### config.mk
export PLATFORM = sky130hd
export DESIGN_NAME = serial_regwr_slave
export DESIGN_NICKNAME = d
export VERILOG_FILES = /design/src/rtl/sreg_pkg.sv /design/src/rtl/bus_sync_edge.sv /design/src/rtl/rx_shifter.sv /design/src/rtl/ack_driver.sv /design/src/rtl/role_fsm.sv /design/src/rtl/serial_regwr_slave.sv
export SDC_FILE = /design/constraint.sdc
export NUM_CORES = 1
export LEC_CHECK = 0
export ABC_AREA = 0
export BUFFER_PORTS_ARGS = -buffer_cell sky130_fd_sc_hd__clkbuf_2
export CELL_PAD_IN_SITES_DETAIL_PLACEMENT = 0
export CELL_PAD_IN_SITES_GLOBAL_PLACEMENT = 2
export CORE_ASPECT_RATIO = 0.6
export CORE_MARGIN = 1
export CORE_UTILIZATION = 25
export DETAILED_ROUTE_END_ITERATION = 8
export HOLD_SLACK_MARGIN = 0.06
export PLACE_DENSITY_LB_ADDON = 0.1
export REMOVE_ABC_BUFFERS = 1
export SKIP_LAST_GASP = 1
export SLEW_MARGIN = 10
export SYNTH_ARGS = -nofsm -noshare
export SYNTH_HDL_FRONTEND = slang
export SYNTH_SLANG_ARGS = --single-unit
### constraint.sdc
create_clock -name clk -period 2.45 [get_ports clk]
set_input_delay 0.6125 -clock clk [delete_from_list [all_inputs] [get_ports clk]]
set_output_delay 0.6125 -clock clk [all_outputs]
set_load 0.005 [all_outputs]
### src/rtl/sreg_pkg.sv
package sreg_pkg;

    localparam int ADDR_W     = 7;
    localparam int DATA_W     = 8;
    localparam int FRAME_BITS = DATA_W + 1;
    localparam int CNT_W      = $clog2(FRAME_BITS + 1);

    typedef enum logic [1:0] {
        ST_IDLE,
        ST_DEVID,
        ST_REGADR,
        ST_DATA
    } role_e;

    typedef struct packed {
        logic scl_rise;
        logic scl_fall;
        logic start;
        logic stop;
        logic sda;
    } bus_ev_t;

    typedef struct packed {
        logic              valid;
        logic [DATA_W-1:0] bits;
    } rx_byte_t;

    typedef struct packed {
        logic              stb;
        logic [ADDR_W-1:0] addr;
        logic [DATA_W-1:0] data;
    } wr_req_t;

    function automatic logic id_is_write(input logic [DATA_W-1:0] b,
                                         input logic [ADDR_W-1:0] id);
        return (b[DATA_W-1:1] == id) && (b[0] == 1'b0);
    endfunction

endpackage

### src/rtl/bus_sync_edge.sv
module bus_sync_edge
    import sreg_pkg::*;
#(
    parameter int SYNC_STAGES = 2
) (
    input  logic    clk,
    input  logic    rst,
    input  logic    scl_in,
    input  logic    sda_in,
    output bus_ev_t ev
);
    localparam int PIPE_W = SYNC_STAGES + 1;

    logic [PIPE_W-1:0] scl_pipe;
    logic [PIPE_W-1:0] sda_pipe;

    always_ff @(posedge clk) begin
        if (rst) begin
            scl_pipe <= '1;
            sda_pipe <= '1;
        end else begin
            scl_pipe <= {scl_pipe[PIPE_W-2:0], scl_in};
            sda_pipe <= {sda_pipe[PIPE_W-2:0], sda_in};
        end
    end

    logic scl_now, scl_old, sda_now, sda_old;
    assign scl_now = scl_pipe[SYNC_STAGES-1];
    assign scl_old = scl_pipe[SYNC_STAGES];
    assign sda_now = sda_pipe[SYNC_STAGES-1];
    assign sda_old = sda_pipe[SYNC_STAGES];

    always_comb begin
        ev.scl_rise = scl_now & ~scl_old;
        ev.scl_fall = ~scl_now & scl_old;
        ev.start    = scl_now & scl_old & sda_old & ~sda_now;
        ev.stop     = scl_now & scl_old & ~sda_old & sda_now;
        ev.sda      = sda_now;
    end

endmodule

### src/rtl/rx_shifter.sv
module rx_shifter
    import sreg_pkg::*;
(
    input  logic             clk,
    input  logic             rst,
    input  logic             scl_rise,
    input  logic             start_c,
    input  logic             stop_c,
    input  logic             sda_s,
    output rx_byte_t         rx,
    output logic [CNT_W-1:0] bit_cnt
);
    logic [DATA_W-2:0] shreg;

    always_ff @(posedge clk) begin
        if (rst || start_c || stop_c) begin
            bit_cnt <= '0;
            shreg   <= '0;
        end else if (scl_rise) begin
            if (bit_cnt == CNT_W'(FRAME_BITS - 1)) begin
                bit_cnt <= '0;
            end else begin
                shreg   <= {shreg[DATA_W-3:0], sda_s};
                bit_cnt <= bit_cnt + CNT_W'(1);
            end
        end
    end

    always_comb begin
        rx.valid = scl_rise && !start_c && !stop_c &&
                   (bit_cnt == CNT_W'(DATA_W - 1));
        rx.bits  = {shreg, sda_s};
    end

endmodule

### src/rtl/ack_driver.sv
module ack_driver
    import sreg_pkg::*;
(
    input  logic             clk,
    input  logic             rst,
    input  logic             scl_rise,
    input  logic             scl_fall,
    input  logic             start_c,
    input  logic             stop_c,
    input  logic [CNT_W-1:0] bit_cnt,
    input  logic             ack_pending,
    output logic             ack_taken,
    output logic             sda_pull
);
    assign ack_taken = scl_fall && (bit_cnt == CNT_W'(DATA_W));

    always_ff @(posedge clk) begin
        if (rst || start_c || stop_c) begin
            sda_pull <= 1'b0;
        end else if (scl_fall) begin
            sda_pull <= ack_taken && ack_pending;
        end
    end

    // pull only while the frame counter sits in the acknowledge slot
    a_r4_pull_in_ack_slot: assert property (@(posedge clk) disable iff (rst)
        sda_pull |-> (bit_cnt == CNT_W'(DATA_W) || bit_cnt == '0));

    // once pulled, the line stays low across the clock high phase
    a_r2_hold_low: assert property (@(posedge clk) disable iff (rst)
        (sda_pull && scl_rise) |=> sda_pull);

    // bus conditions release the line
    a_r1_cond_release: assert property (@(posedge clk) disable iff (rst)
        (start_c || stop_c) |=> !sda_pull);

endmodule

### src/rtl/role_fsm.sv
module role_fsm
    import sreg_pkg::*;
#(
    parameter logic [ADDR_W-1:0] DEV_ID = 7'h3A
) (
    input  logic     clk,
    input  logic     rst,
    input  logic     start_c,
    input  logic     stop_c,
    input  rx_byte_t rx,
    input  logic     auto_inc,
    input  logic     ack_taken,
    output logic     ack_pending,
    output wr_req_t  wr_q
);
    role_e             state;
    logic [ADDR_W-1:0] addr_reg;

    always_ff @(posedge clk) begin
        if (rst) begin
            state       <= ST_IDLE;
            addr_reg    <= '0;
            ack_pending <= 1'b0;
            wr_q        <= '0;
        end else begin
            wr_q.stb <= 1'b0;
            if (start_c) begin
                state       <= ST_DEVID;
                ack_pending <= 1'b0;
            end else if (stop_c) begin
                state       <= ST_IDLE;
                ack_pending <= 1'b0;
            end else begin
                if (ack_taken) ack_pending <= 1'b0;
                if (rx.valid) begin
                    unique case (state)
                        ST_DEVID: begin
                            if (id_is_write(rx.bits, DEV_ID)) begin
                                state       <= ST_REGADR;
                                ack_pending <= 1'b1;
                            end else begin
                                state <= ST_IDLE;
                            end
                        end
                        ST_REGADR: begin
                            addr_reg    <= rx.bits[ADDR_W-1:0];
                            ack_pending <= 1'b1;
                            state       <= ST_DATA;
                        end
                        ST_DATA: begin
                            wr_q.stb    <= 1'b1;
                            wr_q.addr   <= addr_reg;
                            wr_q.data   <= rx.bits;
                            ack_pending <= 1'b1;
                            if (auto_inc) addr_reg <= addr_reg + ADDR_W'(1);
                            else          state    <= ST_REGADR;
                        end
                        default: ;
                    endcase
                end
            end
        end
    end

    // strobe lasts a single system clock
    a_r6_stb_single: assert property (@(posedge clk) disable iff (rst)
        wr_q.stb |=> !wr_q.stb);

    // a strobe only follows a byte taken in the data role
    a_r6_stb_from_data: assert property (@(posedge clk) disable iff (rst)
        wr_q.stb |-> $past(state) == ST_DATA);

    // alternating mode goes back to expecting an address byte
    a_r7_alternate: assert property (@(posedge clk) disable iff (rst)
        (rx.valid && state == ST_DATA && !auto_inc && !start_c && !stop_c)
            |=> state == ST_REGADR);

    // address steps by one after a data byte in auto-increment mode
    a_r8_addr_step: assert property (@(posedge clk) disable iff (rst)
        (rx.valid && state == ST_DATA && auto_inc && !start_c && !stop_c)
            |=> addr_reg == $past(addr_reg) + ADDR_W'(1));

    // an unselected slave owes no acknowledge
    a_r3_idle_silent: assert property (@(posedge clk) disable iff (rst)
        (state == ST_IDLE) |-> !ack_pending);

endmodule

### src/rtl/serial_regwr_slave.sv
module serial_regwr_slave
    import sreg_pkg::*;
#(
    parameter logic [6:0] DEV_ID      = 7'h3A,
    parameter int         SYNC_STAGES = 2
) (
    input  logic       clk,
    input  logic       rst,
    input  logic       scl_in,
    input  logic       sda_in,
    input  logic       auto_inc,
    output logic       sda_pull,
    output logic       wr_stb,
    output logic [6:0] wr_addr,
    output logic [7:0] wr_data
);
    bus_ev_t          ev;
    rx_byte_t         rx;
    wr_req_t          wr_q;
    logic [CNT_W-1:0] bit_cnt;
    logic             ack_pending;
    logic             ack_taken;

    bus_sync_edge #(.SYNC_STAGES(SYNC_STAGES)) sync_i (
        .clk    (clk),
        .rst    (rst),
        .scl_in (scl_in),
        .sda_in (sda_in),
        .ev     (ev)
    );

    rx_shifter shift_i (
        .clk      (clk),
        .rst      (rst),
        .scl_rise (ev.scl_rise),
        .start_c  (ev.start),
        .stop_c   (ev.stop),
        .sda_s    (ev.sda),
        .rx       (rx),
        .bit_cnt  (bit_cnt)
    );

    role_fsm #(.DEV_ID(DEV_ID)) fsm_i (
        .clk         (clk),
        .rst         (rst),
        .start_c     (ev.start),
        .stop_c      (ev.stop),
        .rx          (rx),
        .auto_inc    (auto_inc),
        .ack_taken   (ack_taken),
        .ack_pending (ack_pending),
        .wr_q        (wr_q)
    );

    ack_driver ack_i (
        .clk         (clk),
        .rst         (rst),
        .scl_rise    (ev.scl_rise),
        .scl_fall    (ev.scl_fall),
        .start_c     (ev.start),
        .stop_c      (ev.stop),
        .bit_cnt     (bit_cnt),
        .ack_pending (ack_pending),
        .ack_taken   (ack_taken),
        .sda_pull    (sda_pull)
    );

    assign wr_stb  = wr_q.stb;
    assign wr_addr = wr_q.addr;
    assign wr_data = wr_q.data;

endmodule

# [Word-level counts from Yosys, hierarchy flattened]
# Index checks and enable logic that the tools add are counted.
# Widths: inputs -> output; s select.
[classes] n_mux=14 bitwise=15 reduce_logical=22 n_addsub=2 n_eq_ne=9
[ops] op="$mux 16" n=1
[ops] op="$pmux 7 s2" n=1
[ops] op="$not 1->1" n=8
[ops] op="$add 7x1->7 const B" n=1
[ops] op="$and 1x1->1" n=7
[ops] op="$eq 7x6->1 const B" n=1
[ops] op="$mux 7" n=1
[ops] op="$logic_and 1x1->1" n=6
[ops] op="$mux 1" n=6
[ops] op="$pmux 2 s3" n=1
[ops] op="$reduce_and 3->1" n=2
[ops] op="$reduce_bool 3->1" n=2
[ops] op="$reduce_and 5->1" n=1
[ops] op="$reduce_bool 5->1" n=1
[ops] op="$add 4x1->4 const B" n=1
[ops] op="$eq 2x2->1 const B" n=2
[ops] op="$eq 4x3->1 const B" n=1
[ops] op="$eq 4x4->1 const B" n=1
[ops] op="$mux 2" n=2
[ops] op="$mux 4" n=1
[ops] op="$ne 2x2->1 const B" n=2
[ops] op="$ne 4x2->1 const B" n=1
[ops] op="$reduce_and 4->1" n=1
[ops] op="$reduce_or 4->1" n=1
[ops] op="other kinds (8)" n=10
[totals] inputBits=5 elab_cells=74 regBits=44 out_inout_bits=17

# [Logic depth before layout (Yosys ltp)]
# Gate-level depths: netlist (run 1).
[depth] word_depth=10 depth_mapped=8 mapped_depth_nobuf=6

# [Modules after synthesis]
# Synthesis (run 1) repeated with hierarchy kept, for this count alone.
[unflattened] hier_cells=226 hier_area_um2=1980.6
[modules_own_cells] module="role_fsm" cells_each=149 area_per_inst_um2=1172.4 instances=1 seq_area_each_um2=520.5
[modules_own_cells] module="rx_shifter" cells_each=53 area_per_inst_um2=528.0 instances=1 seq_area_each_um2=220.2
[modules_own_cells] module="bus_sync_edge" cells_each=17 area_per_inst_um2=197.7 instances=1 seq_area_each_um2=120.1
[modules_own_cells] module="ack_driver" cells_each=7 area_per_inst_um2=82.6 instances=1 seq_area_each_um2=20.0

# [Worst setup path before layout (run 1)]
# OpenSTA, ideal clock, no wires.
[synth_timing] path_type="register to register" from="register fsm_i.state[1]" to="register, netlist name fsm_i.wr_q[10]" path_slack_ns=0.726 t_arrival_ns=1.597 period_less_slack_ns=1.724 required_time_ns=2.322 path_buffers=3 setup_ns=0.128 path_stages_with_launch=9 path_cell_list="dfxtp_1 > ha_1 > buf_4 > inv_1 > or3_1 > buf_4 > buf_6 > mux2i_1 > nor2_1"
[synth_via] elab_chain_len=2
[synth_lines] element="start, declared" line_no="role_fsm.sv:16" rtl="role_e state;"
[synth_lines] element="start signal, assigned" line_no="role_fsm.sv:21" rtl="state <= ST_IDLE;"
[synth_lines] element="start signal, assigned" line_no="role_fsm.sv:28" rtl="state <= ST_DEVID;"
[synth_lines] element="start signal, assigned" line_no="role_fsm.sv:31" rtl="state <= ST_IDLE;"
[synth_lines] element="$eq 2x2->1" line_no="role_fsm.sv:36" rtl="unique case (state)"
[synth_lines] element="$reduce_and 4->1 (no source line)"
# Every way passes these cells.
# A chain may end at the register's enable or synchronous reset.

# [Worst setup path in the final report (run 1)]
[layout_timing] from="register fsm_i.state[1]" to="register fsm_i.addr_reg[2]"
[layout_via] elab_chain_len=3 word_cells_on_any_way=6 classes_between="3 x eq/ne; 1 x mux; 2 x reduce/logical"
[layout_lines] element="$eq 2x2->1" line_no="role_fsm.sv:36"
[layout_lines] element="$ne 2x2->1 (no source line) or $reduce_bool 2->1 (tied branches)"
[layout_lines] element="$reduce_and 5->1 (no source line)"
[layout_lines] element="end signal, assigned" line_no="role_fsm.sv:46" rtl="addr_reg <= rx.bits[ADDR_W-1:0];"
[layout_lines] element="end signal, assigned" line_no="role_fsm.sv:55" rtl="if (auto_inc) addr_reg <= addr_reg + ADDR_W'(1);"
[layout_lines] element="end, declared" line_no="role_fsm.sv:17" rtl="logic [ADDR_W-1:0] addr_reg;"
# Several ways; a longest one is shown, not always the timed one.

==> qor.yml, run 1 <==
cts:
  post_cts_buffers: 0
  htree_num_levels: 2
  cts_buffers: 5
  cts_resized: 0
  clkSinkCount: 44
  clockRootBuffer: "clkbuf_16"
  clk_path_buf_depth: 2
  hold_buffers: 0
  clk_pin_slew_ps: 60
  worstSkewPairLatency_ps: 290
  cts_tree: "yes"
floorplan:
  num_rows: 24
  die_area_um2: 8180
  start_util: 0.263
  coreArea_um2: 7420
  die_w_um: 116
  top_level_ports: 22
  die_h_um: 70.5
pwr:
  powerDensity_nw_per_um2: 674
  internal_power_mw: 1.27
  p_sw_uw: 304
  pwr-share-clk: 0.514
  seq_power_share: 0.462
  leakage_nw: 1.03
  swShare: 0.193
  p_comb_frac: 0.024
  ir_worst_vdd_mv: 0.178
  power_mw: 1.58
worst_setup_path:
  cp-start-kind: "register"
  cp_max_fo: 17
  path_class: "reg2reg"
  critical_path.top_delay_family: "adder cells"
  cp_num_buf_inv: 0
  crit_chain: "ha_1 > mux2i_1 > nor3_2 > o21ai_1 > a32o_1"
  end_kind: "register"
  required_ps: 2630
  cp_slowest_cell: "ha_1"
  arrival_ps: 2310
  max_stage_delay_ps: 540
routing:
  drcViolationCount: 0
  wirelength_um: 4410
  vias_per_cell: 4.36
  drt.antenna.violating_nets: 0
  avgRoutedWirePerCell_um: 13.2
  drt_first_iter_violations: 71
  dr.pass1.iters: 4
  vias: 1451
timing:
  hold_viol: 0
  finalSetupTns_ps: 0
  worst_pin_slew_ps: 572
  hold-worst-slack_ps: 408
  drv_slew: 0
  rsz0062_at_grt: "no"
  setup_viol: 0
  clock.fmax_mhz: 469
  maxSlewHeadroom: 0.616
  clock_skew_ps: 6.63
  fin_crit_ps: 2130
  finalCritPeriodShare: 0.871
layout:
  layout.cells.non_filler: 333
  postLayoutCoreUtil: 0.315
  n_fill_cell: 773
  diodes: 0
  largest_reg_flops: 16
  nets: 241
  area_delta_synth_final_pct: 19.7
  drive_gt1_frac: 0.179
yosys:
  synth.avg_cell_area_um2: 9.44
  synthTopCellsByArea: "dfxtp_1 45%, mux2i_1 13%, nor2_1 6.1%"
  syn_area_um2: 1950
  netlist_instances: 207
  synth_edf_count: 0
  yosys_warnings: 0
  ys_seq_area_frac: 0.451
  yosysMostFrequentCell: "dfxtp_1"
  synth_top_area_frac: 0.451
  synth_top_cell_by_area: "dfxtp_1"
  ys.flop_type: "dfxtp_1"
  synth.distinct_cells: 37
  ys_ff_latch: 44
  async_flop_share: 0
  synthTopCellsByCount: "44 x dfxtp_1, 32 x nor2_1, 26 x mux2i_1, 10 x o21ai_0, 9 x nand2_1"
hold_path:
  hp-class: "reg2reg"
place:
  place_congestion: 0.772
  hpwlAfterDp_um: 3190
  dpl.cell_count: 325
  numPortBuffers: 21
global_routing:
  grt_pass1_wl_um: 7170
  grt_max_degree: 33
  grt_overflow_total: 0
  grt_pass1_vias: 1348
  grtUsageTotal: 0.120
  antenna_found_initial: 0
flow_run:
  cap_violations: 0
run_status:
  status: "complete, no violations"
cell type report:
cell class / count / area, um^2 / area share
multi-input combinational: 146 / 991 / 0.424
sequential: 44 / 881 / 0.377
clock buffer: 7 / 153 / 0.0653
tap: 104 / 130 / 0.0556
timing repair buffer: 24 / 128 / 0.0546
clock inverter: 1 / 30.0 / 0.0128
inverter: 7 / 26.3 / 0.0112
through the flow:
step	worst slack (ps)	cell area (um^2)
CTS	317	2340
finish	316	2340
floorplan	383	1900
detailed placement	329	2160
global route	49.4	2340
global placement	431	2160
placed cells by master (no fill, tap or decap), drive strengths merged, types with 2 or more instances in the layout:
cell    count
and4b       3
nand2b      6
ha          8
inv         7
dfxtp      44
nor2b       3
or2         6
a211oi      3
a21oi       8
nand2       9
o21ai      11
nor3        6
and2        2
or3         4
nand3b      2
nand3       3
o21a        2
nor3b       2
mux2i      26
buf         3
nor2       32
clkbuf     28
nor4        2
path summary, 6_finish.rpt:
check	startpoint	to	slack, ps	cells past startpoint
hold reg to reg	sync_i.scl_pipe[0]$_SDFF_PP1_	sync_i.scl_pipe[1]$_SDFF_PP1_	410	1
setup / recovery	fsm_i.state[1]$_SDFFE_PP0P_	fsm_i.addr_reg[2]$_SDFFE_PP0P_	320	5
hold / removal	sync_i.scl_pipe[0]$_SDFF_PP1_	sync_i.scl_pipe[1]$_SDFF_PP1_	410	1
setup reg to reg	fsm_i.state[1]$_SDFFE_PP0P_	fsm_i.addr_reg[2]$_SDFFE_PP0P_	320	5
metal layers:
layer | up-vias | track usage | part of all wire
met1 | 659 | 0.182 | 0.56
met5 | - | 0 | 0
met4 | 0 | 0.0513 | 0.016
li1 | 760 | - | -
met3 | 5 | 0.0391 | 0.048
met2 | 27 | 0.149 | 0.38
cell families after synthesis:
logic type / Yosys count / synth area share
AO/OA/AOI/OAI: 30 / 0.0948
adder cells (fa/ha/maj): 8 / 0.0513
buffers and inverters: 17 / 0.0416
flip-flops: 44 / 0.451
multiplexers: 26 / 0.133
AND/OR/NAND/NOR: 82 / 0.228
power by group through the flow:
stage | combinational (mW) | clock (mW) | sequential, mW
2_1_floorplan | 0.0201 | 0 | 0.741
3_3_place_gp | 0.0389 | 0 | 0.743
3_5_place_dp | 0.0388 | 0 | 0.743
4_1_cts | 0.0390 | 0.836 | 0.727
5_1_grt | 0.0424 | 0.871 | 0.728
6_report | 0.0380 | 0.810 | 0.727
Power figures use the tool's default switching activity.
==> inputs of run 2 (changes only) <==
--- a/config.mk
+++ b/config.mk
@@ -11,7 +11,7 @@
 export CELL_PAD_IN_SITES_GLOBAL_PLACEMENT = 2
 export CORE_ASPECT_RATIO = 0.6
 export CORE_MARGIN = 1
-export CORE_UTILIZATION = 25
+export CORE_UTILIZATION = 30
 export DETAILED_ROUTE_END_ITERATION = 8
 export HOLD_SLACK_MARGIN = 0.06
 export PLACE_DENSITY_LB_ADDON = 0.1
==> qor.yml, run 2 (same netlist as run 1, synthesis figures left out) <==
run_status:
  status: "complete, no violations"
layout:
  fin_area_um2: 2230  # -4.5%
  multi_input_area_um2: 991  # unchanged
  layout.cells.non_filler: 314  # -5.7%
  diodes: 0  # unchanged
  largest_reg_flops: 16  # unchanged
  drive_gt1_frac: 0.178  # -0.000778
  nets: 242  # +0.41%
  final_common_cell: "dfxtp_1"
  area_delta_synth_final_pct: 14.3
  seq_area_um2: 881  # unchanged
  final_cell_mix: "44 x dfxtp_1, 32 x nor2_1, 26 x mux2i_1, 21 x clkbuf_2, 10 x o21ai_0"
  n_fill_cell: 636  # -18%
place:
  post_dp_cell_area_um2: 2140  # -0.81%
  hpwlAfterDp_um: 3260  # +2.3%
  place_congestion: 0.772  # about the same
  numPortBuffers: 21  # unchanged
  pre_cts_ws_ps: 265  # -64.8 ps
  dpl.cell_count: 306  # -5.8%
cts:
  worstSkewPairLatency_ps: 290  # about the same
  clockRootBuffer: "clkbuf_8"
  post_cts_buffers: 0  # unchanged
  hold_buffers: 0  # unchanged
  clkSinkCount: 44  # unchanged
  clk_path_buf_depth: 2  # unchanged
  cts_resized: 0  # unchanged
  cts_buffers: 5  # unchanged
  cts_tree: "yes"
  clk_pin_slew_ps: 90  # +30 ps
  htree_num_levels: 2  # unchanged
floorplan:
  die_h_um: 64.5  # -8.5%
  top_level_ports: 22  # unchanged
  die_w_um: 106  # -8.6%
  die_area_um2: 6850  # -16%
  coreArea_um2: 6190  # -16%
  num_rows: 22  # -8.3%
  start_util: 0.315  # +0.0520
worst_setup_path:
  required_ps: 2630  # about the same
  path_class: "reg2reg"
  cp-start-kind: "register"
  arrival_ps: 2430  # +120 ps
  end_kind: "register"
  cp_max_fo: 17  # unchanged
timing:
  rsz0062_at_grt: "no"
  drv_slew: 0  # unchanged
  finalSetupTns_ps: 0  # unchanged
  hold_viol: 0  # unchanged
  setup_viol: 0  # unchanged
  finalCritPeriodShare: 0.917  # +0.0455
  maxSlewHeadroom: 0.599  # -0.0172
  layout_setup_ws_ps: 204  # -111 ps
  clock.fmax_mhz: 445  # -5.0%
  clock_skew_ps: 8.75  # +2.12 ps
  fin_crit_ps: 2250  # +111 ps
  worst_pin_slew_ps: 598  # +25.6 ps
routing:
  vias: 1520  # +4.8%
  wirelength_um: 4500  # +1.9%
  drcViolationCount: 0  # unchanged
  drt.antenna.violating_nets: 0  # unchanged
  drt_first_iter_violations: 50  # -30%
  avgRoutedWirePerCell_um: 14.3  # +8.1%
  vias_per_cell: 4.84  # +11%
  dr.pass1.iters: 5  # +1
global_routing:
  antenna_found_initial: 0  # unchanged
  grt_overflow_total: 0  # unchanged
  grt_pass1_vias: 1390  # +3.1%
  grt_pass1_wl_um: 7220  # +0.67%
  grtUsageTotal: 0.137  # +0.0170
  grt_max_degree: 33  # unchanged
pwr:
  power_mw: 1.24  # -21%
  powerDensity_nw_per_um2: 555  # -18%
  leakage_nw: 0.992  # -4.0%
  ir_worst_vdd_mv: 0.210  # +18%
hold_path:
  hp-class: "reg2reg"
flow_run:
  cap_violations: 0  # unchanged
run 2: cell types whose count changed in the layout (fill, tap and decap cells not counted), sizes merged:
| cell | before | now |
|---|---|---|
| buf | 3 | 4 |
| bufinv | 1 | 0 |
| clkinvlp | 0 | 1 |
run 2: where the power goes:
part	switching, mW	total, mW	internal (mW)
logic	0.0232	0.0373	0.0141
clock network	0.246	0.476	0.229
registers	0.00589	0.726	0.720
run 2: worst max-delay path, stage by stage (launching register included):
cell	delay, ps
dfxtp_1	410
ha_1	570
mux2i_1	200
nor3_2	490
o21ai_1	170
a32o_1	290
run 2: through the flow:
stage               utilization  hold slack [ps]
global route              0.360              449
detailed placement        0.345              403
CTS                       0.360              425
floorplan                     -              389
global placement          0.345              392
finish                    0.360              423
run 2: cell type report:
cell class / instances / area share
tap: 84 / 0.0471
clock buffer: 7 / 0.0387
timing repair buffer: 25 / 0.0605
sequential: 44 / 0.395
inverter: 7 / 0.0118
multi-input combinational: 146 / 0.444
clock inverter: 1 / 0.00336
run 2: metal layers:
metal,up-vias,GRT usage,part of all wire
met5,-,0,0
met4,0,0.0330,0.0047
met3,6,0.0352,0.060
met2,37,0.208,0.42
met1,712,0.193,0.52
li1,765,-,-
run 2: final timing paths:
path	from	to	slack [ps]	depth (start not counted)
worst max-delay path	fsm_i.state[1]$_SDFFE_PP0P_	fsm_i.addr_reg[2]$_SDFFE_PP0P_	200	5
worst max register to register	fsm_i.state[1]$_SDFFE_PP0P_	fsm_i.addr_reg[2]$_SDFFE_PP0P_	200	5
worst min-delay path	sync_i.scl_pipe[0]$_SDFF_PP1_	sync_i.scl_pipe[1]$_SDFF_PP1_	420	1
worst min register to register	sync_i.scl_pipe[0]$_SDFF_PP1_	sync_i.scl_pipe[1]$_SDFF_PP1_	420	1
==> inputs of run 3 (changes only) <==
--- a/config.mk
+++ b/config.mk
@@ -11,11 +11,11 @@
 export CELL_PAD_IN_SITES_GLOBAL_PLACEMENT = 2
 export CORE_ASPECT_RATIO = 0.6
 export CORE_MARGIN = 1
-export CORE_UTILIZATION = 30
+export CORE_UTILIZATION = 36
 export DETAILED_ROUTE_END_ITERATION = 8
 export HOLD_SLACK_MARGIN = 0.06
 export PLACE_DENSITY_LB_ADDON = 0.1
-export REMOVE_ABC_BUFFERS = 1
+export SKIP_CTS_REPAIR_TIMING = 1
 export SKIP_LAST_GASP = 1
 export SLEW_MARGIN = 10
 export SYNTH_ARGS = -nofsm -noshare
==> qor.yml, run 3 (same netlist as run 1, synthesis figures left out) <==
layout:
  fin_area_um2: 2230  # -0.11%
  final_common_cell: "dfxtp_1"
  final_cell_mix: "44 x dfxtp_1, 32 x nor2_1, 26 x mux2i_1, 21 x clkbuf_2, 10 x o21ai_0"
  diodes: 0  # unchanged
  area_delta_synth_final_pct: 14.2
  largest_reg_flops: 16  # unchanged
  drive_gt1_frac: 0.172  # -0.00645
  nets: 240  # -0.83%
worst_setup_path:
  required_ps: 2650  # +20 ps
  cp_max_fo: 16  # -1
  end_kind: "register"
  r2r_setup_slack_ps: 480  # +280 ps
  path_class: "reg2reg"
  cp-start-kind: "register"
  arrival_ps: 2170  # -260 ps
floorplan:
  num_rows: 20  # -9.1%
  die_h_um: 59.1  # -8.4%
  die_area_um2: 5730  # -16%
  top_level_ports: 22  # unchanged
  die_w_um: 97.1  # -8.5%
  coreArea_um2: 5130  # -17%
  start_util: 0.381  # +0.0654
timing:
  fin_crit_ps: 1970  # -280 ps
  setup_viol: 0  # unchanged
  rsz0062_at_grt: "no"
  hold-worst-slack_ps: 414  # -8.86 ps
  clock.fmax_mhz: 509  # +14%
  worst_pin_slew_ps: 912  # +314 ps
  finalCritPeriodShare: 0.802  # -0.114
  finalSetupTns_ps: 0  # unchanged
  hold_viol: 0  # unchanged
  layout_setup_ws_ps: 484  # +280 ps
  clock_skew_ps: 3.91  # -4.85 ps
  maxSlewHeadroom: 0.392  # -0.207
  drv_slew: 0  # unchanged
place:
  hpwlAfterDp_um: 3030  # -7.0%
  numPortBuffers: 21  # unchanged
  pre_cts_ws_ps: 484  # +219 ps
  post_dp_cell_area_um2: 2100  # -1.8%
  place_congestion: 0.814  # +5.4%
routing:
  dr.pass1.iters: 4  # -1
  avgRoutedWirePerCell_um: 14.3  # -0.43%
  drcViolationCount: 0  # unchanged
  vias_per_cell: 5.00  # +3.3%
  drt.antenna.violating_nets: 0  # unchanged
  vias: 1465  # -3.6%
  drt_first_iter_violations: 80  # +60%
  wirelength_um: 4180  # -7.1%
cts:
  clkSinkCount: 44  # unchanged
  clk_path_buf_depth: 2  # unchanged
  clockRootBuffer: "clkbuf_8"
  worstSkewPairLatency_ps: 300  # about the same
  cts_tree: "yes"
  htree_num_levels: 2  # unchanged
  cts_buffers: 5  # unchanged
  clk_pin_slew_ps: 90  # about the same
pwr:
  ir_worst_vdd_mv: 0.235  # +12%
  leakage_nw: 1.00  # +1.3%
  powerDensity_nw_per_um2: 640  # +15%
yosys:
  synth_nets: 220
global_routing:
  grt_max_degree: 33  # unchanged
  grt_pass1_wl_um: 6900  # -4.4%
  grt_pass1_vias: 1331  # -4.2%
  grt_overflow_total: 0  # unchanged
  grtUsageTotal: 0.161  # +0.0237
  antenna_found_initial: 0  # unchanged
hold_path:
  hp-class: "reg2reg"
flow_run:
  cap_violations: 0  # unchanged
run_status:
  status: "complete, no violations"
==> run 3: cell count changes in the layout (fill, tap and decap cells not counted) <==
cell / previous run / this run
buf_4: 4 / 2
bufinv_16: 0 / 2
clkbuf_1: 1 / 0
clkbuf_8: 6 / 5
clkinvlp_4: 1 / 0
==> run 3: report_power, final <==
part | switching (mW) | total, mW | internal, mW
combinational | 0.0228 | 0.0368 | 0.0141
clock | 0.262 | 0.663 | 0.402
sequential | 0.00637 | 0.727 | 0.720
==> run 3: per-stage QoR <==
stage	power [mW]	cells	util
after detailed placement	0.781	286	0.410
after floorplan	0.768	207	-
after CTS	1.44	293	0.435
final	1.43	293	0.435
after global placement	0.780	286	0.410
after global routing	1.48	293	0.435
==> run 3: critical path: stages (launching register included) <==
cell     delay, ps
dfxtp_1        410
ha_1           190
buf_4          210
mux2i_1        130
nor3_2         490
o21ai_1        150
a32o_1         280
==> run 3: routing by layer <==
metal	part of all wire	GRT usage	up-vias
met2	0.36	0.193	26
li1	-	-	754
met5	0	0	-
met1	0.58	0.250	679
met3	0.047	0.0578	6
met4	0.012	0.0576	0
==> run 3: path summary, 6_finish.rpt <==
check,from,endpoint,depth (start not counted)
max reg2reg,fsm_i.state[1]$_SDFFE_PP0P_,fsm_i.addr_reg[2]$_SDFFE_PP0P_,6
min,sync_i.scl_pipe[0]$_SDFF_PP1_,sync_i.scl_pipe[1]$_SDFF_PP1_,1
min reg2reg,sync_i.scl_pipe[0]$_SDFF_PP1_,sync_i.scl_pipe[1]$_SDFF_PP1_,1
max,fsm_i.state[1]$_SDFFE_PP0P_,fsm_i.addr_reg[2]$_SDFFE_PP0P_,6
==> run 3: cell type report <==
cell class                 count  area [um^2]
clock buffer                   5         68.8
clock inverter                 2         60.1
fill                         486         2900
inverter                       7         26.3
multi-input combinational    146          991
sequential                    44          881
tap                           66         82.6
timing repair buffer          23          120
